**src/rtl/boot_ram_loader.sv**
```systemverilog
module boot_ram_loader #(
  parameter int ADDR_W     = 6,
  parameter int CHAR_CLKS  = 10,
  parameter int IDLE_CHARS = 4
) (
  input  logic              clk,
  input  logic              rst_n,
  input  logic              boot_strap,
  input  logic              rx_valid,
  input  logic [7:0]        rx_data,
  input  logic              tx_bit,
  output logic              ram_we,
  output logic [ADDR_W-1:0] ram_addr,
  output logic [7:0]        ram_wdata,
  output logic              boot_active,
  output logic              done,
  output logic [ADDR_W-1:0] exec_addr,
  output logic              tx_pad_oe
);
  localparam int TIMEOUT = CHAR_CLKS * IDLE_CHARS;
  localparam int IW = $clog2(TIMEOUT + 1);
  localparam logic [ADDR_W-1:0] TOP = '1;
  localparam logic [IW-1:0] IDLE_LAST = IW'(TIMEOUT - 1);

  typedef enum logic [1:0] {S_SAMPLE, S_LOAD, S_OFF, S_DONE} st_t;

  st_t               st;
  logic [ADDR_W-1:0] wptr;
  logic [IW-1:0]     idle;
  logic              got_byte;

  always_ff @(posedge clk or negedge rst_n) begin
    if (!rst_n) begin
      st        <= S_SAMPLE;
      wptr      <= '0;
      idle      <= '0;
      got_byte  <= 1'b0;
      ram_we    <= 1'b0;
      ram_addr  <= '0;
      ram_wdata <= '0;
    end else begin
      ram_we <= 1'b0;
      case (st)
        S_SAMPLE: st <= boot_strap ? S_LOAD : S_OFF;
        S_LOAD: begin
          if (rx_valid) begin
            ram_we    <= 1'b1;
            ram_addr  <= wptr;
            ram_wdata <= rx_data;
            wptr      <= wptr + 1'b1;
            idle      <= '0;
            got_byte  <= 1'b1;
            if (wptr == TOP) st <= S_DONE;
          end else if (got_byte) begin
            if (idle == IDLE_LAST) st <= S_DONE;
            else idle <= idle + 1'b1;
          end
        end
        default: ;
      endcase
    end
  end

  assign done        = (st == S_DONE);
  assign boot_active = (st == S_LOAD);
  assign exec_addr   = '0;
  assign tx_pad_oe   = ~tx_bit;


  we_needs_boot_chk: assert property (@(posedge clk) disable iff (!rst_n)
    ram_we |-> (boot_active || done));

  no_write_after_done_chk: assert property (@(posedge clk) disable iff (!rst_n)
    done |=> !ram_we);

  top_write_ends_chk: assert property (@(posedge clk) disable iff (!rst_n)
    (ram_we && ram_addr == TOP) |-> done);

  mid_write_open_chk: assert property (@(posedge clk) disable iff (!rst_n)
    (ram_we && ram_addr != TOP) |-> !done);

  no_early_timeout_chk: assert property (@(posedge clk) disable iff (!rst_n)
    !got_byte |-> !done);

  done_sticky_chk: assert property (@(posedge clk) disable iff (!rst_n)
    done |=> done);
endmodule

```
**config.mk**
```make
export PLATFORM = sky130hd
export DESIGN_NAME = boot_ram_loader
export DESIGN_NICKNAME = d
export VERILOG_FILES = /design/src/rtl/boot_ram_loader.sv
export SDC_FILE = /design/constraint.sdc
export NUM_CORES = 1
export LEC_CHECK = 0
export ABC_AREA = 1
export BUFFER_PORTS_ARGS = -buffer_cell sky130_fd_sc_hd__buf_4
export CORE_ASPECT_RATIO = 0.7
export CORE_MARGIN = 1
export CORE_UTILIZATION = 40
export CTS_CLUSTER_SIZE = 24
export DETAILED_ROUTE_END_ITERATION = 16
export PLACE_DENSITY = 0.63
export SYNTH_ARGS = -nofsm -noshare
export SYNTH_HDL_FRONTEND = slang
export SYNTH_SLANG_ARGS = --single-unit
```
**constraint.sdc**
```tcl
create_clock -name clk -period 1.5 [get_ports clk]
set_input_delay 0.375 -clock clk [delete_from_list [all_inputs] [get_ports clk]]
set_output_delay 0.375 -clock clk [all_outputs]
set_load 0.02 [all_outputs]
```
== Word-level counts from Yosys, hierarchy flattened ==
Cells that the tools add are included.
Word-level totals
  register bits: 30
  output and inout bits: 24
  input bits: 13
  word-level logic and storage cells: 35
Cells by class
  reductions and logical operators: 6
  add/sub/neg operators: 2
  multiplexer cells: 11
  eq/ne operators: 8
  bitwise gates (word level): 1
Operators by type and width (number)
  2-to-1 mux 6 bit: 3
  adder 6 x 1 -> 6 bit (second input constant): 2
  == test 6 bit (second input constant): 2
  2-to-1 mux 2 bit: 5
  inequality test 3 x 2 -> 1 bit (second input constant): 3
  case mux 2 bit (2 select lines): 1
  AND reduction 4 bit: 1
  nonzero test 2 bit: 2
  AND reduction 3 bit: 1
  == test 2 x 1 -> 1 bit (second input constant): 1
  == test 2 bit (second input constant): 1
  zero test 2 bit: 1
  2-to-1 mux 1 bit: 2
  inequality test 2 bit (second input constant): 1
  AND reduction 2 bit: 1
  NOT 1 bit: 1

== Longest topological paths before layout ==
  word-level depth: 5
  gate-level depth with buffers: 9
  gate-level depth less buffers: 9

== Least setup slack after synthesis ==
No wires, ideal clock.
  kind: register -> register
  start point: reg idle[0]
  end point: reg idle[0]
  period minus slack after synthesis: 1.198 ns
  slack: 0.302 ns
  stages on the path, launching flop included: 8
  library setup time: 0.119 ns
  data arrival time: 1.079 ns
  buffers on the path: 0
  cells stage by stage: dfrtp_1 -> ha_1 -> nand2_1 -> nor2_1 -> nand2_1 -> nand2_2 -> nor2_4 -> o21a_1
On the way
  cells in the longest elaborated chain, start to end: 4
  elaborated cells on any way between the ends: 7
RTL lines
  start, declared: RTL line 29  | logic [IW-1:0] idle;
  start signal, assigned: RTL line 56  | else idle <= idle + 1'b1;
  adder 6 x 1 -> 6 bit: RTL line 56
  2-to-1 mux 6 bit: RTL line 55  | if (idle == IDLE_LAST) st <= S_DONE;
  2-to-1 mux 6 bit: RTL line 54  | end else if (got_byte) begin
  2-to-1 mux 6 bit: RTL line 46  | if (rx_valid) begin
Parallel ways exist; a longest one is shown, timed or not. The select of a mux whose other input is x is not followed.
A chain may end at the register's enable or synchronous reset.

== Final worst setup path ==
  start point: reg st[1]
  end point: out boot_active
On the way
  cells in the longest elaborated chain, start to end: 1
RTL lines
  start, declared: RTL line 27  | st_t st;
  start signal, assigned: RTL line 44  | S_SAMPLE: st <= boot_strap ? S_LOAD : S_OFF;
  == test 2 x 1 -> 1 bit: RTL line 65  | assign boot_active = (st == S_LOAD);
  end, declared: RTL line 15  | output logic boot_active,
No other way between the ends.

==> impl_metrics.csv <==
group,metric,value,unit
outcome,status,"complete, no violations",
clocking,cts_made_buffers,5,
floorplanning,die_h,52.5,um
clocking,cts_root_buf,"clkbuf_8",
synthesis,yosys_warnings,0,
clocking,ctsResizeCount,0,
global_routing,grt_overflow,0,
power,p_clk_share,40.1,%
clocking,clk_path_buf_depth,2,
setup_path,worst-path-max-fanout,5,
global_routing,grt_pass1_vias,1115,
placed_design,port_buffers,30,
layout,n_antenna_cell,0,
power,pwr-share-comb,7.9,%
power,power_switching,371,uW
placed_design,gp_congestion,0.848,
sta,skew,0.00290,ns
global_routing,grt_max_degree,31,
clocking,cts_hold_buf,0,
synthesis,ys_seq_elements,30,
placed_design,dp_hpwl,1940,um
layout,layoutNonFillerInstCount,250,
detailed_routing,routed_via_density,4.44,
setup_path,critPathLaunchType,"flop",
setup_path,crit_path_top_delay_cell,"dfrtp_1",
detailed_routing,routed.top_layer,"met4",
detailed_routing,dr.first_iter.drc_count,48,
floorplanning,die_x,74.1,um
sta,fin_crit_sh,94.6,%
layout,finalInstanceArea,1790,sq um
power,ir_worst_vdd,0.000531,V
synthesis,synth_top_area_cell,"dfrtp_1",
synthesis,ys.flop_type,"dfrtp_1",
detailed_routing,wl_per_cell,10.9,um
layout,postLayoutCoreUtil,54.4,%
setup_path,path_buf_inv,3,
sta,setup_slack,0.0815,ns
sta,slew_viol_final,0,
power,seqPwrFrac,52.0,%
floorplanning,dieArea,3890,sq um
clocking,post-cts-setup-buffers,0,
placed_design,placed_area,1690,sq um
synthesis,synth.avg_cell_area,8.77,sq um
detailed_routing,wl_met2,1270,um
setup_path,crit_family,"flip-flops",
detailed_routing,wl_met3,157,um
floorplanning,rows,17,
placed_design,place_inst,240,
layout,multi_input_area,594,sq um
detailed_routing,final_antenna_net_count,0,
detailed_routing,drt-met1-wl,1270,um
synthesis,synth.top_cells.by_area,"dfrtp_1, nand2_1, buf_4",
synthesis,async_flop_share,100,%
setup_path,path_cells,"inv_2, nand2_4, inv_1, buf_4",
global_routing,grt_antenna_before_repair,0,
synthesis,synth-seq-area-share,51.6,%
synthesis,synthCells,166,
detailed_routing,wl,2720,um
setup_path,cp.arrival,1.04,ns
synthesis,synth_commonest_cells,"nand2_1, dfrtp_1, inv_1",
power,p_leak,0.00100,uW
layout,syn_to_final_growth,23.2,%
setup_path,setup.worst_path.end_class,"output port",
detailed_routing,vias,1111,
clocking,cts_htree_levels,2,
clocking,path_clk_slew,0.06,ns
layout,layout-drive-gt1-share,28.1,%
layout,fillers,302,
detailed_routing,firstDrtPassIters,4,
synthesis,synth_most_common_cell,"nand2_1",
setup_path,max_stage_delay,0.39,ns
sta,finalHoldViolCount,0,
synthesis,yosysTopAreaCellShare,51.6,%
setup_path,crit_required,1.12,ns
floorplanning,pin_count,37,
global_routing,grt_pass1_wl,4660,um
layout,seq_area,751,sq um
floorplanning,start_util,44.1,%
sta,setup_viol,0,
sta,tns,0,ns
placed_design,pre_cts_slack,0.177,ns
layout,nets,217,
clocking,cts_num_sinks,30,
setup_path,worstSetupPathType,"reg -> out",
power,p_int,1250,uW
synthesis,netlist_area,1460,sq um
detailed_routing,drc,0,
job,maxCapViolations,0,
power,powerDensity,904,nW/um^2
synthesis,synth_edf_count,0,
sta,post-route-min-period,1.42,ns
power,switching_share,22.9,%
hold_path,worstHoldPathType,"in -> async",
clocking,cts_tree,"built",
sta,max_freq,0.705,GHz
sta,rsz0062_at_grt,"false",
clocking,clk_latency,0.27,ns
synthesis,ys_types,23,
floorplanning,core,3300,sq um
global_routing,groute.usage.overall,16.3,%
flip-flops by register name, summed over array words and instances, names as in the netlist:
signal,count
ram_wdata,8
ram_we,1
ram_addr,6
wptr,6
st,2
idle,6
got_byte,1
power by group through the flow:
| stage | combinational [uW] | clock [uW] | sequential [uW] |
|---|---|---|---|
| floorplan | 50.8 | 0 | 875 |
| global placement | 128 | 0 | 856 |
| detailed placement | 130 | 0 | 858 |
| CTS | 131 | 673 | 843 |
| global route | 141 | 711 | 845 |
| finish | 128 | 650 | 843 |
final timing paths:
check                                  start            to  slack [ns]  depth (start not counted)
worst min register to register  ram_wdata[2]  ram_wdata[2]        0.47                          2
worst max register to register       wptr[0]         st[0]        0.14                          6
min in group clk                  rx_data[1]  ram_wdata[1]        0.30                          3
worst max-delay path                   st[1]   boot_active        0.08                          4
worst min-delay path                   rst_n  ram_wdata[0]        0.02                          1
max in group asynchronous              rst_n       idle[3]        1.20                          1
worst register-to-register path, cell delays in order (launching register included):
cell     delay (ns)
dfrtp_1        0.45
ha_1           0.22
nand3_1        0.17
o21ai_2        0.21
nand3_1        0.10
nand2_1        0.06
nand2_1        0.04
per-layer routing:
metal,track usage [%],up-vias
met1,19.4,504
met2,27.3,34
li1,-,571
met3,5.19,2
met5,0,-
met4,6.73,0
cell families after synthesis:
kind of cell	share of synthesized area, %
compound gates	3.27
simple gates	30.7
other cells	0.258
fa+ha+maj	1.72
buf+inv	8.86
flops	51.6
xor+xnor	3.61
cell type report:
type                            count  share of cell area, %
Timing Repair Buffer               33                   13.8
Sequential cell                    30                   41.9
Clock inverter                      1                  0.279
Inverter                           12                   2.79
Multi-Input combinational cell    120                   33.1
Clock buffer                        7                   4.82
Tap cell                           47                   3.28
cell usage in the layout (no fill, tap or decap), types with 3 or more instances in the layout:
cell,count
o21ai_2,4
nand2_2,5
dfrtp_1,30
clkbuf_8,6
buf_4,33
xor2_1,5
inv_1,9
nand2_1,71
nand3_1,7
nand4_1,3
conb_1,6
nor2_1,8
per-stage QoR:
step           total power, uW  hold slack, ns
2_1_floorplan              926          0.0794
3_3_place_gp               985           0.321
3_5_place_dp               988           0.327
4_1_cts                   1650          0.0294
5_1_grt                   1700          0.0384
6_report                  1620          0.0215
Power figures use the tool's default switching activity.
